## config.mk

```make
export PLATFORM = sky130hd
export DESIGN_NAME = ptw_walker
export DESIGN_NICKNAME = d
export VERILOG_FILES = /design/src/rtl/ptw_pkg.sv /design/src/rtl/ptw_entry_addr.sv /design/src/rtl/ptw_entry_decode.sv /design/src/rtl/ptw_walk_fsm.sv /design/src/rtl/ptw_walker.sv
export SDC_FILE = /design/constraint.sdc
export NUM_CORES = 1
export LEC_CHECK = 0
export CELL_PAD_IN_SITES_DETAIL_PLACEMENT = 0
export CELL_PAD_IN_SITES_GLOBAL_PLACEMENT = 1
export CORE_MARGIN = 1.5
export CORE_UTILIZATION = 33
export CTS_CLUSTER_DIAMETER = 30
export DETAILED_ROUTE_END_ITERATION = 6
export PLACE_DENSITY_LB_ADDON = 0.25
export SYNTH_ARGS = -nofsm -noshare
export SYNTH_HDL_FRONTEND = slang
export SYNTH_SLANG_ARGS = --single-unit
```

## constraint.sdc

```tcl
create_clock -name clk_i -period 2.4 [get_ports clk_i]
set_input_delay 0.24 -clock clk_i [delete_from_list [all_inputs] [get_ports clk_i]]
set_output_delay 0.24 -clock clk_i [all_outputs]
set_load 0.05 [all_outputs]
```

## src/rtl/ptw_pkg.sv

```systemverilog
package ptw_pkg;

  typedef enum logic [2:0] {
    WALK_IDLE,
    WALK_DIR_REQ,
    WALK_DIR_WAIT,
    WALK_TBL_REQ,
    WALK_TBL_WAIT,
    WALK_DONE
  } walk_state_e;

  typedef enum logic {
    LVL_DIR = 1'b0,
    LVL_TBL = 1'b1
  } walk_level_e;

endpackage

```

## src/rtl/ptw_entry_addr.sv

```systemverilog
module ptw_entry_addr #(
  parameter int ADDR_W = 32,
  parameter int OFF_W  = 12,
  parameter int IDX_W  = 10
) (
  input  ptw_pkg::walk_level_e level_i,
  input  logic [ADDR_W-1:0]    root_i,
  input  logic [ADDR_W-1:0]    dir_entry_i,
  input  logic [ADDR_W-1:0]    vaddr_i,
  output logic [ADDR_W-1:0]    addr_o
);
  import ptw_pkg::*;

  localparam int FRAME_W = ADDR_W - OFF_W;
  localparam int PAD_W   = OFF_W - IDX_W;
  localparam int DIR_LSB = ADDR_W - IDX_W;
  localparam int TBL_LSB = OFF_W;

  logic [FRAME_W-1:0] base;
  logic [IDX_W-1:0]   idx;

  always_comb begin
    if (level_i == LVL_TBL) begin
      base = dir_entry_i[ADDR_W-1:OFF_W];
      idx  = vaddr_i[TBL_LSB +: IDX_W];
    end else begin
      base = root_i[ADDR_W-1:OFF_W];
      idx  = vaddr_i[DIR_LSB +: IDX_W];
    end
    addr_o = {base, idx, {PAD_W{1'b0}}};
  end

endmodule

```

## src/rtl/ptw_entry_decode.sv

```systemverilog
module ptw_entry_decode #(
  parameter int ADDR_W      = 32,
  parameter int OFF_W       = 12,
  parameter int PRESENT_BIT = 0
) (
  input  logic [ADDR_W-1:0] entry_i,
  input  logic [ADDR_W-1:0] vaddr_i,
  output logic              present_o,
  output logic [ADDR_W-1:0] paddr_o
);
  assign present_o = entry_i[PRESENT_BIT];
  assign paddr_o   = {entry_i[ADDR_W-1:OFF_W], vaddr_i[OFF_W-1:0]};
endmodule

```

## src/rtl/ptw_walk_fsm.sv

```systemverilog
module ptw_walk_fsm #(
  parameter int ADDR_W = 32
) (
  input  logic                 clk_i,
  input  logic                 rst_ni,
  input  logic                 req_valid_i,
  input  logic [ADDR_W-1:0]    vaddr_i,
  input  logic [ADDR_W-1:0]    root_i,
  input  logic                 paging_en_i,
  output logic                 req_ready_o,
  input  logic                 mem_req_ready_i,
  output logic                 mem_req_valid_o,
  input  logic                 mem_rsp_valid_i,
  input  logic [ADDR_W-1:0]    mem_rsp_data_i,
  input  logic                 present_i,
  input  logic [ADDR_W-1:0]    leaf_paddr_i,
  output ptw_pkg::walk_level_e walk_lvl_o,
  output logic [ADDR_W-1:0]    vaddr_q_o,
  output logic [ADDR_W-1:0]    root_q_o,
  output logic [ADDR_W-1:0]    dir_q_o,
  input  logic                 rsp_ack_i,
  output logic                 rsp_valid_o,
  output logic [ADDR_W-1:0]    rsp_paddr_o,
  output logic                 rsp_fault_o,
  output logic                 rsp_level_o
);
  import ptw_pkg::*;

  walk_state_e       state_q;
  walk_level_e       level_q;
  logic [ADDR_W-1:0] vaddr_q, root_q, dir_q, paddr_q;
  logic              fault_q;

  always_ff @(posedge clk_i or negedge rst_ni) begin
    if (!rst_ni) begin
      state_q <= WALK_IDLE;
      level_q <= LVL_DIR;
      vaddr_q <= '0;
      root_q  <= '0;
      dir_q   <= '0;
      paddr_q <= '0;
      fault_q <= 1'b0;
    end else begin
      unique case (state_q)
        WALK_IDLE: if (req_valid_i) begin
          vaddr_q <= vaddr_i;
          root_q  <= root_i;
          fault_q <= 1'b0;
          level_q <= LVL_DIR;
          if (paging_en_i) begin
            state_q <= WALK_DIR_REQ;
          end else begin
            paddr_q <= vaddr_i;
            state_q <= WALK_DONE;
          end
        end
        WALK_DIR_REQ: if (mem_req_ready_i) state_q <= WALK_DIR_WAIT;
        WALK_DIR_WAIT: if (mem_rsp_valid_i) begin
          if (present_i) begin
            dir_q   <= mem_rsp_data_i;
            state_q <= WALK_TBL_REQ;
          end else begin
            fault_q <= 1'b1;
            level_q <= LVL_DIR;
            paddr_q <= '0;
            state_q <= WALK_DONE;
          end
        end
        WALK_TBL_REQ: if (mem_req_ready_i) state_q <= WALK_TBL_WAIT;
        WALK_TBL_WAIT: if (mem_rsp_valid_i) begin
          if (present_i) begin
            paddr_q <= leaf_paddr_i;
          end else begin
            fault_q <= 1'b1;
            level_q <= LVL_TBL;
            paddr_q <= '0;
          end
          state_q <= WALK_DONE;
        end
        WALK_DONE: if (rsp_ack_i) state_q <= WALK_IDLE;
        default: state_q <= WALK_IDLE;
      endcase
    end
  end

  assign req_ready_o     = (state_q == WALK_IDLE);
  assign mem_req_valid_o = (state_q == WALK_DIR_REQ) || (state_q == WALK_TBL_REQ);
  assign walk_lvl_o      = (state_q == WALK_TBL_REQ) ? LVL_TBL : LVL_DIR;
  assign vaddr_q_o       = vaddr_q;
  assign root_q_o        = root_q;
  assign dir_q_o         = dir_q;
  assign rsp_valid_o     = (state_q == WALK_DONE);
  assign rsp_paddr_o     = paddr_q;
  assign rsp_fault_o     = fault_q;
  assign rsp_level_o     = level_q;

endmodule

```

## src/rtl/ptw_walker.sv

```systemverilog
module ptw_walker #(
  parameter int ADDR_W      = 32,
  parameter int OFF_W       = 12,
  parameter int IDX_W       = 10,
  parameter int CTRL_W      = 32,
  parameter int EN_BIT      = 31,
  parameter int PRESENT_BIT = 0
) (
  input  logic              clk_i,
  input  logic              rst_ni,
  input  logic [CTRL_W-1:0] ctrl_i,
  input  logic [ADDR_W-1:0] root_i,
  input  logic              req_valid_i,
  output logic              req_ready_o,
  input  logic [ADDR_W-1:0] req_vaddr_i,
  output logic              rsp_valid_o,
  output logic [ADDR_W-1:0] rsp_paddr_o,
  output logic              rsp_fault_o,
  output logic              rsp_level_o,
  input  logic              rsp_ack_i,
  output logic              mem_req_valid_o,
  input  logic              mem_req_ready_i,
  output logic [ADDR_W-1:0] mem_req_addr_o,
  input  logic              mem_rsp_valid_i,
  input  logic [ADDR_W-1:0] mem_rsp_data_i
);
  import ptw_pkg::*;

  walk_level_e       walk_lvl;
  logic [ADDR_W-1:0] vaddr_q, root_q, dir_q, leaf_paddr;
  logic              present;

  ptw_walk_fsm #(.ADDR_W(ADDR_W)) u_fsm (
    .clk_i           (clk_i),
    .rst_ni          (rst_ni),
    .req_valid_i     (req_valid_i),
    .vaddr_i         (req_vaddr_i),
    .root_i          (root_i),
    .paging_en_i     (ctrl_i[EN_BIT]),
    .req_ready_o     (req_ready_o),
    .mem_req_ready_i (mem_req_ready_i),
    .mem_req_valid_o (mem_req_valid_o),
    .mem_rsp_valid_i (mem_rsp_valid_i),
    .mem_rsp_data_i  (mem_rsp_data_i),
    .present_i       (present),
    .leaf_paddr_i    (leaf_paddr),
    .walk_lvl_o      (walk_lvl),
    .vaddr_q_o       (vaddr_q),
    .root_q_o        (root_q),
    .dir_q_o         (dir_q),
    .rsp_ack_i       (rsp_ack_i),
    .rsp_valid_o     (rsp_valid_o),
    .rsp_paddr_o     (rsp_paddr_o),
    .rsp_fault_o     (rsp_fault_o),
    .rsp_level_o     (rsp_level_o)
  );

  ptw_entry_addr #(.ADDR_W(ADDR_W), .OFF_W(OFF_W), .IDX_W(IDX_W)) u_addr (
    .level_i     (walk_lvl),
    .root_i      (root_q),
    .dir_entry_i (dir_q),
    .vaddr_i     (vaddr_q),
    .addr_o      (mem_req_addr_o)
  );

  ptw_entry_decode #(.ADDR_W(ADDR_W), .OFF_W(OFF_W), .PRESENT_BIT(PRESENT_BIT)) u_dec (
    .entry_i   (mem_rsp_data_i),
    .vaddr_i   (vaddr_q),
    .present_o (present),
    .paddr_o   (leaf_paddr)
  );

endmodule

```

Yosys cells after proc, flatten, opt, wreduce, memory -nomap -nowiden
Cells that the tools add are included.
Cells by class
  eq/ne operators: 16
  muxes and demuxes: 26
  reductions and logical operators: 11
Operators by type and width (count)
  $mux 32: 6
  $pmux 32 s3: 1
  $mux 3: 8
  $mux 20: 1
  $ne 2x2->1 const B: 9
  $pmux 3 s6: 1
  $reduce_and 6->1: 3
  $mux 10: 1
  $eq 3x2->1 const B: 2
  $eq 3x3->1 const B: 2
  $mux 1: 6
  $ne 2x1->1 const B: 2
  $reduce_and 4->1: 1
  $eq 3x1->1 const B: 1
  $logic_not 3->1: 1
  $pmux 1 s3: 1
  $reduce_and 3->1: 1
  $reduce_bool 3->1: 1
  $pmux 1 s2: 1
  $reduce_and 2->1: 1
  $reduce_bool 2->1: 1
  $reduce_or 2->1: 1
  $logic_or 1x1->1: 1
Storage, ports and cells
  register bits after elaboration: 133
  bits of input ports: 134
  output and inout port bits: 69
  logic and storage cells: 60

Longest topological paths before layout
  word-level depth: 4
  gate-level depth with buffers: 6
  gate-level depth less buffers: 4

By module
A second synthesis with hierarchy kept.
Second synthesis, totals
  cells, all modules: 537
  area, all modules: 6630.1 µm²
Modules (own cells, without submodules)
  ptw_walk_fsm: instances 1, cells an instance 468, area each 5879.4 µm², sequential area each 3328.2 µm²
  ptw_entry_addr: instances 1, cells an instance 36, area each 503.0 µm², sequential area each 0.0 µm²
  ptw_entry_decode: instances 1, cells an instance 33, area each 247.7 µm², sequential area each 0.0 µm²

Worst setup path before layout
No wires, ideal clock.
  kind: flip-flop to flip-flop
  start point: register u_fsm.state_q[1]
  end point: register u_fsm.root_q[12] (netlist: u_fsm.root_q_o[12])
  setup time: 0.125 ns
  data arrival time: 2.635 ns
  required time: 2.275 ns
  path slack: -0.360 ns
  cell stages (with the launch flop): 7
  path buffers: 3
  period minus slack after synthesis: 2.760 ns
  path through: dfrtp_1 -> clkbuf_1 -> nor3_1 -> and2_1 -> clkbuf_1 -> buf_2 -> mux2_2
On the way
  longest elaborated chain between the ends: 2
Ends and longest elaborated chain
  start, declared: RTL line ptw_walk_fsm.sv:29  | walk_state_e state_q;
  start signal, assigned: RTL line ptw_walk_fsm.sv:36  | state_q <= WALK_IDLE;
  start signal, assigned: RTL line ptw_walk_fsm.sv:51  | state_q <= WALK_DIR_REQ;
  start signal, assigned: RTL line ptw_walk_fsm.sv:54  | state_q <= WALK_DONE;
  $logic_not 3->1
  via req_ready_o: RTL line ptw_walker.sv:14  | output logic req_ready_o,
  $reduce_and 2->1 (no source line)
  end signal, assigned: RTL line ptw_walk_fsm.sv:47  | root_q <= root_i;
  end, declared: RTL line ptw_walk_fsm.sv:31  | logic [ADDR_W-1:0] vaddr_q, root_q, dir_q, paddr_q;
The timed path passes the listed nets, and every way through them passes these cells.
A chain may end at the register's enable or synchronous reset.

Worst setup path in the final report
  start point: register u_fsm.state_q[1]
  end point: output req_ready_o
On the way
  longest elaborated chain between the ends: 1
Ends and longest elaborated chain
  $logic_not 3->1: RTL line ptw_walk_fsm.sv:86  | assign req_ready_o = (state_q == WALK_IDLE);
  end, declared: RTL line ptw_walker.sv:14
No other way between the ends.

==> results by stage <==
Yosys:
- The synthesized area is between 0.005 and 0.006 mm^2.
- Among all cell types in the netlist, the one instantiated most often is sky130_fd_sc_hd__dfrtp_1.
- The dominant cell type by area after synthesis is sky130_fd_sc_hd__dfrtp_1.
- By count the netlist is led by sky130_fd_sc_hd__dfrtp_1 (109), sky130_fd_sc_hd__mux2_2 (102), sky130_fd_sc_hd__nor2_1 (35).
- Yosys attributes the largest share of cell area to sky130_fd_sc_hd__dfrtp_1 (54%), sky130_fd_sc_hd__mux2_2 (23%), sky130_fd_sc_hd__a31oi_1 (4.1%).
- After synthesis, the mean cell area works out to 11.77 um^2.
- Yosys printed 0 warnings.
- The register bit total from synthesis is between 100 and 150.
- The synthesized design contains 0 enable-type register cells.
- In the synthesized netlist the dominant register cell turns out to be sky130_fd_sc_hd__dfrtp_1.
- The post-synthesis async set-or-reset flop share is 1.000.
- The sequential cell area fraction in the yosys report is 0.5439.
- The fraction of synthesized cell area taken by the top area cell type is 0.5439.
- The unique cell type count in the Yosys netlist is 32.
- The post-synthesis cell count is roughly 430.

STA:
- The worst pin sits at a relative slew slack of 0.6184.
- The final setup skew is approximately 0.0063 ns.
- The least setup slack across all paths after layout is about 0.18 ns.
- After layout, the minimum clock period comes to approximately 2.2 ns.
- Setup total negative slack on the finished layout was measured at 0 ns.
- The number of endpoints with negative hold slack in the final report is 0.
- Setup violations remaining at the end of the flow were counted as 0.
- At the pin with the least slew margin, the transition time is about 0.57 ns.
- Setup repair after global routing left no endpoint under its margin.
- In the finished design, the share of the clock period the worst path needs comes to 0.9249.
- The maximum clock frequency is between 400 and 500 MHz.
- The number of pins with negative max-slew slack in the final report is 0.

Floorplan:
- For this design the top-level I/O count stands at 203.
- The die span in x is 126.3 um.
- The initial utilization of the core area, before any placement, comes to 0.3412.
- The number of core rows is 44.
- The region available for standard cell placement spans 0.01470 mm^2.
- The die outline area is 0.01595 mm^2.
- The y dimension of the die is approximately 130 um.

Global routing:
- The total global routing track utilization is 0.1837.
- The initial antenna violation count came to 0.
- The global-route met3 utilization is 0.07689.
- The met1 track demand over resource is 0.2378.
- The peak-usage layer in the global routing report is met2.
- For met2 alone, demand over resource in global routing was 0.2886.
- The first global-routing pass estimated 22560 um of wire.
- After global routing the overflow that remains totals 0.
- The number of global-route vias before repair is around 4000.
- Entering global routing, the biggest net connects 48 pins.

Pwr:
- The maximum VDD drop is around 730 uV.
- Dividing total power by cell area gives a power density of between 1500 and 2000 mW/mm^2.
- The leakage power summed over all cells is ~0.0029 uW.

Routing:
- The detail route stage leaves a number of antenna-violating nets equal to 0.
- The number of detailed-routing iterations run before antenna repair is 5.
- The detailed-route DRC error count is 0.
- After detailed routing, the average wire length per cell comes to ~19 um.
- The total vias in the final route is 3893.
- The routed design has approximately 14000 um of wire.
- After the first detailed-routing iteration, the DRC count stood at between 200 and 300.
- Dividing the detail-routed via count by the number of cells gives 5.149.

Final layout:
- The share of layout cells above drive strength 1 is 0.3094.
- The number of antenna diodes in the final layout is 0.
- The final core utilization is 0.4980.
- The layout overhead on the synthesized area is 45.96%.
- Excluding fillers, the count of instances in the completed layout stands at about 760.
- The final layout contains ~700 nets.

Worst setup path:
- The element type at the critical path start is a flop.
- The standard cell with the maximum stage delay on the critical path is sky130_fd_sc_hd__clkdlybuf4s50_1.
- Walking the worst path, the cells encountered are nor3_2 > clkdlybuf4s50_1.
- The worst setup path is of the reg2out kind.
- The worst path arrival time is between 1.5 and 2 ns.
- In this run the worst path has a maximum fanout of 15.
- The delay of the slowest critical-path stage is approximately 0.84 ns.
- The kind of end point of the critical path is an output port.
- For the worst setup path, the data required time is between 2 and 2.5 ns.

Min path:
- The path type of the worst min-delay path is in2async.

Run status:
- The run finished with clean final reports.

Clocking:
- The clock transition at the register clock pins on the worst setup and hold paths after CTS is ~0.070 ns.
- The number of sinks on the clock net is between 100 and 150.
- The root buffer selected by CTS is sky130_fd_sc_hd__clkbuf_16.
- In this run, CTS created clock tree buffers numbering 9.
- The worst-case clock buffer depth is 2.
- The level count of the clock H-tree is 3.
- Clock latency on the worst-skew pair, taken at its later pin, is ~0.35 ns.
- The CTS tree is yes.

Place:
- In this run, placement finished with an instance count of 738.
- The post-placement setup slack is 0.3118 ns.
- The total half-perimeter wirelength after legalization and detailed placement is around 10000 um.
- The congestion estimate from routability-driven global placement came to between 0.7 and 0.8.
- The number of input and output port buffers inserted is approximately 150.

Job:
- Across the run, the number of max-cap violations was 0.
## through the flow
step / power [uW] / area (um^2) / hold slack [ns]
3_5_place_dp: 10790 / 7034 / 0.2444
2_1_floorplan: 7770 / 5024 / -0.05559
6_report: 12100 / 7320 / 0.4088
5_1_grt: 12770 / 7320 / 0.4412
3_3_place_gp: 10670 / 7034 / 0.2364
4_1_cts: 12210 / 7303 / 0.4168
## final cells by class
cell class | instances | area [um^2]
clock buffers | 11 | 232.7
repair buffers | 168 | 1974
inverters | 4 | 15.01
well taps | 184 | 230.2
fillers | 1344 | 7380
flip-flops and latches | 109 | 2730
multi-input cells | 276 | 2111
clock inverters | 4 | 26.28
## report_power, final
group	internal (uW)	leakage, uW	total, uW	switching [uW]
registers	2790	0.00128	3310	521
logic	3250	0.00154	7410	4160
clock network	699	0.000125	1380	684
total	6740	0.00295	12100	5370
## repair_timing
item	in CTS	in global routing
hold buffers	1	0
resized for setup	0	1
hold endpoints to repair	34	0
buffers inserted	0	2
endpoints found under the setup margin	0	25
## worst paths after layout
| check | slack (ns) | cells after the start | end | start |
|---|---|---|---|---|
| setup / recovery | 0.18 | 2 | req_ready_o | u_fsm.state_q[1] |
| hold / removal | 0.41 | 2 | u_fsm.state_q[2] | rst_ni |
| setup reg to reg | 0.40 | 5 | u_fsm.rsp_paddr_o[17] | u_fsm.state_q[1] |
| hold reg to reg | 0.49 | 2 | u_fsm.rsp_level_o | u_fsm.rsp_level_o |
| max in group asynchronous | 1.23 | 3 | u_fsm.state_q[1] | rst_ni |
| min in group clk_i | 0.49 | 2 | u_fsm.rsp_level_o | u_fsm.rsp_level_o |
## layer usage
layer,vias to the layer above,routed length [um],share of wire
met5,-,0,0
met4,0,107,0.0076
met3,9,1194,0.085
met2,139,6456,0.46
met1,1931,6248,0.45
li1,1814,-,-
## registers in the layout, summed over array words and instances, names as in the netlist
| register | cells |
|---|---|
| u_fsm.dir_q_o | 20 |
| u_fsm.root_q_o | 20 |
| u_fsm.rsp_fault_o | 1 |
| u_fsm.rsp_level_o | 1 |
| u_fsm.rsp_paddr_o | 32 |
| u_fsm.state_q | 3 |
| u_fsm.vaddr_q_o | 32 |
## cell families after synthesis
logic type | share of synthesized area
DFF | 0.5439
muxes | 0.2290
and+or+nand+nor | 0.08134
AOI/OAI and AO/OA | 0.1025
buffers and inverters | 0.04042
adders and majority gates | 0.001996
other | 0.0007478
## critical path: cells and delay by family, from the launching register on
family	cells	cell delay (ns)
simple gates	1	0.26
flops	1	0.52
buf+inv	1	0.84
## cell usage in the layout (no fill, tap or decap), types with 2 or more instances in the layout
master and instances:
sky130_fd_sc_hd__a21oi_1 2, sky130_fd_sc_hd__a31oi_1 33, sky130_fd_sc_hd__a32oi_1 4, sky130_fd_sc_hd__buf_12 34
sky130_fd_sc_hd__buf_4 19, sky130_fd_sc_hd__clkbuf_1 2, sky130_fd_sc_hd__clkbuf_16 9, sky130_fd_sc_hd__clkdlybuf4s50_1 114
sky130_fd_sc_hd__clkinv_2 2, sky130_fd_sc_hd__conb_1 2, sky130_fd_sc_hd__dfrtp_1 107, sky130_fd_sc_hd__dfrtp_2 2
sky130_fd_sc_hd__inv_1 4, sky130_fd_sc_hd__mux2_2 102, sky130_fd_sc_hd__nand2_1 7, sky130_fd_sc_hd__nand2b_1 4
sky130_fd_sc_hd__nand3_1 32, sky130_fd_sc_hd__nor2_1 35, sky130_fd_sc_hd__nor3_1 2, sky130_fd_sc_hd__nor3_2 2
sky130_fd_sc_hd__o21ai_0 32, sky130_fd_sc_hd__o22ai_1 2, sky130_fd_sc_hd__o31a_1 2
Power figures use the tool's default switching activity.
